**config.mk**
```make
export PLATFORM = sky130hd
export DESIGN_NAME = alsu_core
export DESIGN_NICKNAME = d
export VERILOG_FILES = /design/src/rtl/alsu_pkg.sv /design/src/rtl/alsu_arith.sv /design/src/rtl/alsu_logic.sv /design/src/rtl/alsu_shift.sv /design/src/rtl/alsu_core.sv
export SDC_FILE = /design/constraint.sdc
export NUM_CORES = 1
export LEC_CHECK = 0
export ABC_AREA = 1
export BUFFER_PORTS_ARGS = -buffer_cell sky130_fd_sc_hd__buf_2
export CORE_ASPECT_RATIO = 0.75
export CORE_MARGIN = 5
export CORE_UTILIZATION = 45
export DETAILED_ROUTE_END_ITERATION = 10
export PLACE_DENSITY = 0.74
export RECOVER_POWER = 100
export SKIP_LAST_GASP = 1
export SLEW_MARGIN = 10
export SYNTH_ARGS = -nofsm -noshare
export SYNTH_HDL_FRONTEND = slang
export SYNTH_SLANG_ARGS = --single-unit
```
**constraint.sdc**
```tcl
create_clock -name vclk -period 5.7
set_clock_uncertainty 0.2 [all_clocks]
set_input_delay 0.57 -clock vclk [all_inputs]
set_output_delay 0.57 -clock vclk [all_outputs]
set_load 0.02 [all_outputs]
```
**src/rtl/alsu_pkg.sv**
```systemverilog
package alsu_pkg;

    typedef enum logic [1:0] {
        UNIT_ARITH = 2'b00,
        UNIT_LOGIC = 2'b01,
        UNIT_SHR   = 2'b10,
        UNIT_SHL   = 2'b11
    } unit_sel_e;

    typedef enum logic [1:0] {
        YSEL_B    = 2'b00,
        YSEL_NB   = 2'b01,
        YSEL_ZERO = 2'b10,
        YSEL_ONES = 2'b11
    } ysel_e;

    typedef enum logic [1:0] {
        LOP_AND  = 2'b00,
        LOP_OR   = 2'b01,
        LOP_XOR  = 2'b10,
        LOP_NOTA = 2'b11
    } lop_e;

endpackage

```
**src/rtl/alsu_arith.sv**
```systemverilog
module alsu_arith
    import alsu_pkg::*;
#(
    parameter int W = 8
) (
    input  logic [W-1:0] a_i,
    input  logic [W-1:0] b_i,
    input  logic         cin_i,
    input  logic [1:0]   fn_i,
    output logic [W-1:0] sum_o,
    output logic         cout_o,
    output logic         cmsb_o
);
    localparam int LW = W - 1;

    logic [W-1:0] y_d;
    logic [W-1:0] low_d;
    logic         cmsb_d;

    always_comb begin
        case (ysel_e'(fn_i))
            YSEL_B:    y_d = b_i;
            YSEL_NB:   y_d = ~b_i;
            YSEL_ZERO: y_d = '0;
            default:   y_d = '1;
        endcase
    end

    // lower W-1 bits plus carry into the MSB
    always_comb begin
        low_d  = {1'b0, a_i[LW-1:0]} + {1'b0, y_d[LW-1:0]} + {{LW{1'b0}}, cin_i};
        cmsb_d = low_d[LW];
        sum_o  = {a_i[LW] ^ y_d[LW] ^ cmsb_d, low_d[LW-1:0]};
        cout_o = (a_i[LW] & y_d[LW]) | ((a_i[LW] ^ y_d[LW]) & cmsb_d);
        cmsb_o = cmsb_d;
    end

endmodule

```
**src/rtl/alsu_logic.sv**
```systemverilog
module alsu_logic
    import alsu_pkg::*;
#(
    parameter int W = 8
) (
    input  logic [W-1:0] a_i,
    input  logic [W-1:0] b_i,
    input  logic [1:0]   fn_i,
    output logic [W-1:0] res_o
);
    // one stage per bit, select shared by all stages
    for (genvar i = 0; i < W; i++) begin : g_bit
        logic bit_d;
        always_comb begin
            case (lop_e'(fn_i))
                LOP_AND: bit_d = a_i[i] & b_i[i];
                LOP_OR:  bit_d = a_i[i] | b_i[i];
                LOP_XOR: bit_d = a_i[i] ^ b_i[i];
                default: bit_d = ~a_i[i];
            endcase
        end
        assign res_o[i] = bit_d;
    end

endmodule

```
**src/rtl/alsu_shift.sv**
```systemverilog
module alsu_shift #(
    parameter int W = 8
) (
    input  logic [W-1:0] a_i,
    input  logic         shr_fill_i,
    input  logic         shl_fill_i,
    output logic [W-1:0] shr_o,
    output logic [W-1:0] shl_o
);
    for (genvar i = 0; i < W; i++) begin : g_stage
        if (i == W - 1) begin : g_top
            assign shr_o[i] = shr_fill_i;
        end else begin : g_mid_r
            assign shr_o[i] = a_i[i+1];
        end
        if (i == 0) begin : g_bot
            assign shl_o[i] = shl_fill_i;
        end else begin : g_mid_l
            assign shl_o[i] = a_i[i-1];
        end
    end

endmodule

```
**src/rtl/alsu_core.sv**
```systemverilog
module alsu_core
    import alsu_pkg::*;
#(
    parameter int W = 8
) (
    input  logic [W-1:0] opnd_a,
    input  logic [W-1:0] opnd_b,
    input  logic         carry_in,
    input  logic [1:0]   fn_sel,
    input  logic [1:0]   unit_sel,
    input  logic         shr_fill,
    input  logic         shl_fill,
    output logic [W-1:0] result,
    output logic         carry_out,
    output logic         ovf
);
    typedef struct packed {
        logic [W-1:0] res;
        logic         cy;
        logic         v;
    } alsu_out_t;

    logic [W-1:0] arith_sum;
    logic         arith_cout;
    logic         arith_cmsb;
    logic [W-1:0] logic_res;
    logic [W-1:0] shr_res;
    logic [W-1:0] shl_res;
    alsu_out_t    out_d;

    alsu_arith #(.W(W)) u_arith (
        .a_i    (opnd_a),
        .b_i    (opnd_b),
        .cin_i  (carry_in),
        .fn_i   (fn_sel),
        .sum_o  (arith_sum),
        .cout_o (arith_cout),
        .cmsb_o (arith_cmsb)
    );

    alsu_logic #(.W(W)) u_logic (
        .a_i   (opnd_a),
        .b_i   (opnd_b),
        .fn_i  (fn_sel),
        .res_o (logic_res)
    );

    alsu_shift #(.W(W)) u_shift (
        .a_i        (opnd_a),
        .shr_fill_i (shr_fill),
        .shl_fill_i (shl_fill),
        .shr_o      (shr_res),
        .shl_o      (shl_res)
    );

    always_comb begin
        out_d = '0;
        case (unit_sel_e'(unit_sel))
            UNIT_ARITH: begin
                out_d.res = arith_sum;
                out_d.cy  = arith_cout;
                out_d.v   = arith_cmsb ^ arith_cout;
            end
            UNIT_LOGIC: out_d.res = logic_res;
            UNIT_SHR:   out_d.res = shr_res;
            default:    out_d.res = shl_res;
        endcase
    end

    assign result    = out_d.res;
    assign carry_out = out_d.cy;
    assign ovf       = out_d.v;

endmodule

```
# ---- Yosys cells after proc, flatten, opt, wreduce, memory -nomap -nowiden
# Index checks and enable logic that the tools add are counted.
# Widths: inputs -> output; s select.
dict set report totals {
  input_bits 23
  elab_cells 58
  out_inout_bits 10
  reg_bits 0
}
dict set report op_classes {
  add_sub_neg 2
  eq_ne 4
  bitwise_logic 39
  reduce_logical 2
  mux 11
}
# cell count
set ops {}
lappend ops {{$pmux 8 s3} 2}
lappend ops {{$pmux 1 s3} 8}
lappend ops {{$xor 1x1->1} 11}
lappend ops {{$and 1x1->1} 10}
lappend ops {{$or 1x1->1} 9}
lappend ops {{$add 7x7->8} 1}
lappend ops {{$add 8x1->8} 1}
lappend ops {{$not 1->1} 8}
lappend ops {{$not 8->8} 1}
lappend ops {{$eq 2x1->1 const B} 2}
lappend ops {{$eq 2x2->1 const B} 2}
lappend ops {{$logic_not 2->1} 2}
lappend ops {{$mux 2} 1}

# ---- Logic depth before layout (Yosys ltp)
# Gate-level depths: netlist of the first run.
dict set report logic_depth {
  depth_word 8
  mapped_depth 16
}

# ---- Cells and area by module
# A second synthesis of the first run with hierarchy kept.
dict set report hier_totals {
  hier_cells 240
  area_unflattened_um2 1525.2
}
# mod cells_each seq_area_each_um2 instances area_per_inst_um2
set by_module_without_submodules {}
lappend by_module_without_submodules {alsu_logic 94 0.0 1 620.6}
lappend by_module_without_submodules {alsu_arith 78 0.0 1 461.7}
lappend by_module_without_submodules {alsu_core 52 0.0 1 322.8}
lappend by_module_without_submodules {alsu_shift 16 0.0 1 120.1}

# ---- Least setup slack after synthesis of the first run
# No wires, ideal clock.
dict set report synth_path {
  kind {in2out}
  from {input fn_sel[0]}
  to {output result[7]}
  t_arrival_ns 2.874
  cell_stages 13
  path_slack_ns 2.056
  path_buffers 1
  cell_sequence {buf_6 -> nand2_2 -> inv_1 -> nor2_4 -> a21oi_1 -> ha_1 -> a21oi_1 -> nand3_1 -> a21oi_1 -> fa_1 -> nor2_1 -> a211oi_1 -> a21oi_1}
}
dict set report synth_between {
  elab_chain_len 6
  elab_cells_between_ends 10
  classes_between {add/sub: 2; eq/ne: 2; mux: 3; bitwise: 2; reduce/logical: 1}
}
# element line
set synth_rtl {}
lappend synth_rtl {{start: declaration} alsu_core.sv:9} ;# input logic [1:0] fn_sel,
lappend synth_rtl {{$eq 2x2->1 (tied with other cells)} {alsu_arith.sv:21, alsu_logic.sv:15}}
lappend synth_rtl {{$pmux 8 s3} alsu_arith.sv:21} ;# case (ysel_e'(fn_i))
lappend synth_rtl {{$add 7x7->8} alsu_arith.sv:31} ;# low_d = {1'b0, a_i[LW-1:0]} + {1'b0, y_d[LW-1:0]} + {{LW{1'b0}}, cin_i};
lappend synth_rtl {{$add 8x1->8} alsu_arith.sv:31}
lappend synth_rtl {{$xor 1x1->1} alsu_arith.sv:33} ;# sum_o = {a_i[LW] ^ y_d[LW] ^ cmsb_d, low_d[LW-1:0]};
lappend synth_rtl {{$pmux 8 s3 (*)} alsu_core.sv:58} ;# case (unit_sel_e'(unit_sel))
lappend synth_rtl {{end: declaration} alsu_core.sv:13} ;# output logic [W-1:0] result,
# Mark *: on every way between the ends. The rest lies on a longest branch, timed or not.

# ---- Worst setup path in the final report of the first run
# Ends and elaborated chain as after synthesis.

==> out/metrics.csv, run 1 <==
stage,metric,value,unit
status,status,finished clean,
place,hpwl,2.822,mm
drt,vias_per_cell,5.153,
worst_hold_path,worstHoldEndpoint,result[0],
setup_path,cp-end-kind,output port,
sta,finalSetupViolCount,0,
finish,drive_above_1_share,15.90,%
sta,period_needed,4.604,ns
setup_path,cpLargestDelayFamily,buffers and inverters,
finish,final_common_cell,nand2_1,
global_routing,grt_max_degree,20,
flow_run,maxCapViolCount,0,
drt,wl_per_cell,12.51,um
clock_tree,cts.repair.resized,0,
worst_hold_path,min_delay_path_depth,4,
sta,timing.fmax,217.2,MHz
floorplanning,ios,33,
global_routing,gr-total-overflow,0,
drt,wl_met3,199,um
setup_path,cpMaxStageDelayCell,clkbuf_1,
drt,topRoutingLayerUsed,met4,
power,ir_worst_vdd,46.55,uV
setup_path,worstPathArrival,3.83,ns
clock_tree,cts_setup_buffers,0,
sta,finalCritPeriodShare,80.78,%
place,gp_congestion,0.9406,
sta,rsz0062_at_grt,false,
global_routing,grt_pass1_vias,1315,
yosys,synth_area,0.001222,mm2
drt,num_vias,1417,
finish,area_growth,13.61,%
global_routing,antenna_found_initial,0,
sta,setup_tns,0,ns
setup_path,critPathBufInv,3,
finish,nNetsFinal,289,
place,portBuffers,33,
setup_path,worst_path_most_repeated_cell,a21oi_1,
yosys,ys_types,23,
setup_path,cp_slowest_stage_delay,0.77,ns
setup_path,start_kind,primary input,
finish,num-fill-cells,288,
setup_path,required,4.93,ns
finish,antennaDiodeCount,0,
power,power.density,96.63,mW/mm2
setup_path,cp_cell_sequence,clkbuf_1 -> nand2_2 -> inv_1 -> nor2_4 -> a21oi_1 -> ha_1 -> nand2_1 -> nor2_1 -> nand2_1 -> nand3_1 -> a21oi_1 -> fa_1 -> nor2_1 -> a211oi_1 -> a21oi_1 -> buf_2,
drt,route.detailed.drc,0,
clock_tree,postCtsHoldBufs,0,
floorplanning,fp.coreArea,0.002603,mm2
worst_hold_path,min_from,shl_fill,
floorplanning,dieArea,0.003869,mm2
sta,relSlewSlack,29.26,%
power,power_leakage,0.8065,nW
finish,clockBufferCount,0,
sta,final_max_slew_viol_count,0,
yosys,syn_nets,257,
setup_path,critPathKind,in -> out,
yosys,syn_area_per_cell,5.849,um2
drt,wl_met1,1.652,mm
drt,drt_wl_total,3.440,mm
finish,design.seq.count,0,
global_routing,grt_first_pass_wirelength,6.120,mm
yosys,synth_cells,209,
finish,final_cell_mix,"nand2_1, inv_1, buf_2",
global_routing,grt_usage,19.24,%
floorplanning,rows,16,
sta,finalHoldViolations,0,
setup_path,crit_fanout,19,
worst_hold_path,hp-class,in -> out,
sta,tightest_slew,1.061,ns
finish,regArea,0,um2
power,report.power.total,0.0001342,W
drt,first_pass_iters,4,
drt,drt_first_iter_violations,102,
yosys,yosys_warnings,0,
floorplanning,die_w,70.18,um
floorplanning,start_util,46.97,%
drt,wl_met2,1.571,mm
drt,antenna_left,0,
yosys,yosysSeqAreaShare,0,%
floorplanning,die_y,55.14,um
-- through the flow --
step	setup WS, ns	cell area, um2	hold slack [ns]	instances	utilization, %
after floorplan	2.056	1222	1.120	209	-
after global placement	1.700	1399	1.311	275	53.75
after detailed placement	1.604	1399	1.312	275	53.75
after CTS	1.601	1399	1.317	275	53.75
after global routing	0.6859	1389	1.353	275	53.37
final	1.096	1389	1.306	275	53.37
-- how the worst max path moves through the flow --
stage,endpoint,slack (ns),startpoint,cells after the start
global placement,result[7],1.70,fn_sel[0],16
CTS,result[7],1.60,fn_sel[0],16
floorplan,result[7],2.06,fn_sel[0],13
global route,result[7],0.69,fn_sel[0],16
finish,result[7],1.10,fn_sel[0],16
detailed placement,result[7],1.60,fn_sel[0],16
-- report_power, final --
| group | switching (W) | internal [W] | leakage [nW] | total, W |
|---|---|---|---|---|
| Sequential | 0 | 0 | 0 | 0 |
| Clock | 0 | 0 | 0 | 0 |
| Combinational | 0.0000866 | 0.0000477 | 0.806 | 0.000134 |
-- per-layer routing --
metal  global-route usage, %  vias to the layer above
met4                  0.9554                        0
met1                   27.29                      624
met3                   1.805                        2
met5                       0                        -
li1                        -                      740
met2                   33.70                       51
-- tightest hold or removal path, cell delays in order --
cell and delay [ns]:
buf_2 0.07, nor2_1 0.03, a21oi_1 0.09, buf_2 0.16
-- synthesized netlist by cell type, types with 3 or more instances --
| cell type | instances | area [um2] |
|---|---|---|
| a21oi_1 | 15 | 75.07 |
| nand2_2 | 3 | 18.77 |
| o21ai_1 | 5 | 25.02 |
| nor2_1 | 18 | 67.56 |
| fa_1 | 3 | 60.06 |
| buf_6 | 3 | 33.78 |
| nand2_1 | 46 | 172.7 |
| inv_1 | 38 | 142.6 |
| nand3_1 | 24 | 120.1 |
| nand4_1 | 4 | 25.02 |
| ha_1 | 22 | 275.3 |
| o21ai_0 | 9 | 45.04 |
| o211ai_1 | 4 | 30.03 |
| inv_2 | 3 | 11.26 |
-- cells by family after synthesis --
group                    after synthesis  share of synthesized area (%)
AND/OR/NAND/NOR                      102                          39.82
buffers and inverters                 45                          15.87
adder cells (fa/ha/maj)               25                          27.43
AO/OA/AOI/OAI                         37                          16.89
-- layout make-up --
class                      instances  area, um2  area share (%)
multi-input combinational        164       1028           74.05
inverter                          42      160.2           11.53
tap                               36      45.04           3.243
timing repair buffer              33      155.1           11.17
(Power assumes the default switching activity.)
==> run 2, diff against run 1 <==
- PLACE_DENSITY: 0.74 -> 0.77
- clock period: 5.7 -> 4 ns (I/O delays scaled with it)
==> run 2 against run 1 <==
First-iteration DRC count fell by 11%; highest routed layer is now met3; global-route usage shrank 1.8 points; critical endpoint unchanged; worst hold slack got worse by 0.33 ns; cell count rose by 0.36%; sequential share of layout area unchanged.
==> out/metrics.csv, run 2 (synthesis results as in run 1) <==
stage,metric,value,unit
status,status,finished clean,
drt,antenna_left,0,
place,dpl.cell_count,276,
power,power.density,137.8,mW/mm2
floorplanning,dieArea,0.003869,mm2
floorplanning,ios,33,
sta,setup_tns,0,ns
finish,finalNonFillerCells,276,
setup_path,crit_fanout,11,
place,portBuffers,33,
setup_path,cp_cell_sequence,buf_2 -> nand2_2 -> inv_1 -> nor2_4 -> a21oi_1 -> ha_1 -> nand2_1 -> nor2_1 -> nand2_1 -> nand3_1 -> a21oi_1 -> fa_1 -> nor2_1 -> a211oi_1 -> a21oi_1 -> clkbuf_2,
finish,design.seq.count,0,
sta,final_max_slew_viol_count,0,
worst_hold_path,min_delay_path_depth,4,
drt,vias_per_cell,5.221,
setup_path,worstPathArrival,3.08,ns
worst_hold_path,worstHoldEndpoint,result[0],
drt,num_vias,1441,
global_routing,grt_pass1_vias,1242,
sta,finalSetupViolCount,0,
drt,wl_per_cell,12.18,um
sta,finalCritPeriodShare,91.91,%
finish,regArea,0,um2
clock_tree,cts.repair.resized,0,
setup_path,required,3.40,ns
drt,route.detailed.drc,0,
finish,nNetsFinal,290,
setup_path,cp-end-kind,output port,
floorplanning,fp.coreArea,0.002603,mm2
global_routing,grt_first_pass_wirelength,5.554,mm
worst_hold_path,min_from,shl_fill,
power,ir_worst_vdd,63.53,uV
sta,period_needed,3.676,ns
setup_path,critPathKind,in -> out,
floorplanning,rows,16,
sta,rsz0062_at_grt,false,
drt,drt_first_iter_violations,91,
place,hpwl,2.771,mm
drt,first_pass_iters,4,
finish,final_common_cell,nand2_1,
sta,relSlewSlack,77.26,%
global_routing,antenna_found_initial,0,
floorplanning,die_w,70.18,um
setup_path,cpMaxStageDelayCell,fa_1,
global_routing,grt_max_degree,18,
setup_path,start_kind,primary input,
drt,drt_wl_total,3.362,mm
place,gp_congestion,0.9060,
finish,drive_above_1_share,17.08,%
finish,final_cell_mix,"nand2_1, inv_1, buf_2",
setup_path,worst_path_most_repeated_cell,a21oi_1,
clock_tree,cts_setup_buffers,0,
sta,finalHoldViolations,0,
flow_run,maxCapViolCount,0,
power,power_leakage,0.8173,nW
finish,clockBufferCount,0,
global_routing,grt_usage,17.43,%
finish,area_growth,14.43,%
finish,num-fill-cells,290,
setup_path,critPathBufInv,3,
clock_tree,postCtsHoldBufs,0,
finish,antennaDiodeCount,0,
setup_path,cp_slowest_stage_delay,0.44,ns
floorplanning,start_util,46.97,%
global_routing,gr-total-overflow,0,
worst_hold_path,hp-class,in -> out,
setup_path,cpLargestDelayFamily,adder cells,
sta,tightest_slew,0.3412,ns
sta,timing.fmax,272.0,MHz
floorplanning,die_y,55.14,um
==> run 2: changes by cell type in the layout (fill, tap and decap cells not counted) <==
cell	before	now
buf_2	25	26
buf_4	0	1
clkbuf_1	8	6
clkbuf_2	0	1
==> run 2: how the worst max path moves through the flow <==
stage,startpoint,endpoint,cells past startpoint
6_report,fn_sel[1],result[7],16
3_3_place_gp,fn_sel[1],result[7],16
5_1_grt,fn_sel[1],result[7],16
3_5_place_dp,fn_sel[1],result[7],16
4_1_cts,fn_sel[1],result[7],16
2_1_floorplan,fn_sel[0],result[7],13
==> run 2: final cells by class <==
type / count / area, um2 / share of cell area, %
multi-input combinational: 164 / 1028 / 73.52
inverter: 42 / 160.2 / 11.45
timing repair buffer: 34 / 165.2 / 11.81
tap: 36 / 45.04 / 3.220
==> run 2: power breakdown <==
group	internal (W)	switching (W)	total (W)
combinational	0.0000694	0.000123	0.000193
sequential	0	0	0
clock	0	0	0
total	0.0000694	0.000123	0.000193
==> run 2: metal layers <==
metal | vias to the layer above | global-route usage, % | wire [um]
met3 | 0 | 1.264 | 274
met2 | 57 | 31.19 | 1515
met5 | - | 0 | 0
met4 | 0 | 0 | 0
li1 | 740 | - | -
met1 | 644 | 24.79 | 1573
==> run 2: tightest hold or removal path, stage by stage <==
cell     delay (ns)
buf_2          0.07
nor2_1         0.03
a21oi_1        0.10
buf_2          0.17
==> run 2: per-stage QoR <==
stage          worst slack (ns)  area, um2  hold slack (ns)  total power, W  util [%]
4_1_cts                  0.3481       1406           0.9813       0.0001939     54.04
3_5_place_dp             0.3645       1406           0.9813       0.0001927     54.04
6_report                 0.3237       1399           0.9761       0.0001928     53.75
5_1_grt                 0.04374       1399            1.017       0.0002181     53.75
2_1_floorplan            0.6960       1222           0.7795       0.0001368         -
3_3_place_gp             0.4459       1406           0.9780       0.0001922     54.04
==> run 3, diff against run 2 <==
- PLACE_DENSITY: 0.77 -> 0.74
- clock period: 4 -> 3.8 ns (I/O delays scaled with it)
==> run 3 against run 2 <==
Worst hold slack lost 0.053 ns; via count shrank 1.0%; critical path type unchanged; routed wire length rose by 2.2%; largest cell class unchanged; sequential share of layout area stayed put; power increased by 5.9%.
==> out/metrics.csv, run 3 (synthesis results as in run 1) <==
stage,metric,value,unit
power,power_leakage,0.8247,nW
global_routing,gr-usage-met1,24.92,%
floorplanning,ios,33,
sta,period_needed,3.516,ns
finish,utilization,54.09,%
clock_tree,postCtsHoldBufs,0,
setup_path,crit_fanout,11,
worst_hold_path,hp-class,in -> out,
place,hpwl,2.897,mm
global_routing,grt.busiest_layer,met2,
drt,drt_first_iter_violations,127,
finish,area_growth,15.15,%
status,status,finished clean,
clock_tree,cts.repair.resized,0,
clock_tree,cts_setup_buffers,0,
power,power.density,145.1,mW/mm2
sta,setup_tns,0,ns
setup_path,start_kind,primary input,
finish,final_common_cell,nand2_1,
global_routing,grt_max_degree,12,
sta,whs,0.9236,ns
floorplanning,fp.coreArea,0.002603,mm2
drt,wl_per_cell,12.40,um
global_routing,met2_usage,34.64,%
drt,vias_per_cell,5.148,
place,portBuffers,33,
power,ir_worst_vdd,78.79,uV
drt,route.detailed.drc,0,
sta,rsz0062_at_grt,false,
sta,timing.fmax,284.4,MHz
sta,finalSetupViolCount,0,
finish,drive_above_1_share,17.84,%
sta,final_max_slew_viol_count,0,
floorplanning,dieArea,0.003869,mm2
drt,drt_wl_total,3.435,mm
setup_path,cp-end-kind,output port,
setup_path,worstPathArrival,2.94,ns
sta,tightest_slew,0.3497,ns
sta,relSlewSlack,76.69,%
place,place_area,0.001414,mm2
finish,antennaDiodeCount,0,
setup_path,worstSetupEndpoint,result[7],
drt,antenna_left,0,
finish,final_cell_mix,"nand2_1, inv_1, buf_2",
finish,design.seq.count,0,
flow_run,maxCapViolCount,0,
finish,clockBufferCount,0,
finish,nNetsFinal,291,
place,gp_congestion,0.8893,
global_routing,grtUsageMet3,1.625,%
drt,num_vias,1426,
global_routing,grt_usage,18.47,%
global_routing,grt_first_pass_wirelength,5.816,mm
setup_path,required,3.22,ns
floorplanning,die_w,70.18,um
floorplanning,die_y,55.14,um
setup_path,critical_path.startpoint,fn_sel[1],
sta,finalCritPeriodShare,92.53,%
power,report.power.total,0.0002042,W
finish,fin_area,0.001408,mm2
global_routing,grt_pass1_vias,1284,
drt,first_pass_iters,4,
finish,regArea,0,um2
global_routing,gr-total-overflow,0,
global_routing,antenna_found_initial,0,
floorplanning,rows,16,
floorplanning,start_util,46.97,%
sta,finalHoldViolations,0,
setup_path,critPathKind,in -> out,
==> run 3: worst max-delay path, stage by stage <==
cell and delay, ns:
buf_2 0.31, nand2_2 0.10, inv_1 0.14, nor2_4 0.08
nand2_1 0.06, o21ai_0 0.11, fa_1 0.39, inv_1 0.12
nand2_1 0.09, nand3_1 0.09, a21oi_1 0.09, fa_1 0.50
nor2_1 0.04, a211oi_1 0.18, a21oi_1 0.10, clkbuf_2 0.16
==> run 3: power by group <==
group | internal (W) | switching, W | total (W) | leakage, nW
clock | 0 | 0 | 0 | 0
sequential | 0 | 0 | 0 | 0
combinational | 0.0000745 | 0.000130 | 0.000204 | 0.825
==> run 3: cell type report <==
type | count | area (um2)
Fill cell | 287 | 1195
Multi-Input combinational cell | 164 | 1028
Timing Repair Buffer | 35 | 173.9
Inverter | 42 | 160.2
Tap cell | 36 | 45.04
==> run 3: worst min path at each step <==
stage                     startpoint   endpoint  slack [ns]  cells past startpoint
after floorplan             shl_fill  result[0]        0.74                      2
after global placement      shl_fill  result[0]        0.94                      4
after detailed placement    shl_fill  result[0]        0.93                      4
after CTS                   shl_fill  result[0]        0.93                      4
after global routing        shl_fill  result[0]        0.98                      4
final                       shl_fill  result[0]        0.92                      4
==> run 3: per-stage QoR <==
step	std cells	setup slack [ns]
after global placement	277	0.3586
after floorplan	209	0.5360
after CTS	277	0.2870
after detailed placement	277	0.2926
after global routing	277	0.03519
final	277	0.2838
==> run 3: layer usage <==
metal / wire [um] / share of wire [%]
met1: 1660 / 48
met2: 1535 / 45
met3: 239 / 7.0
met4: 0 / 0
met5: 0 / 0
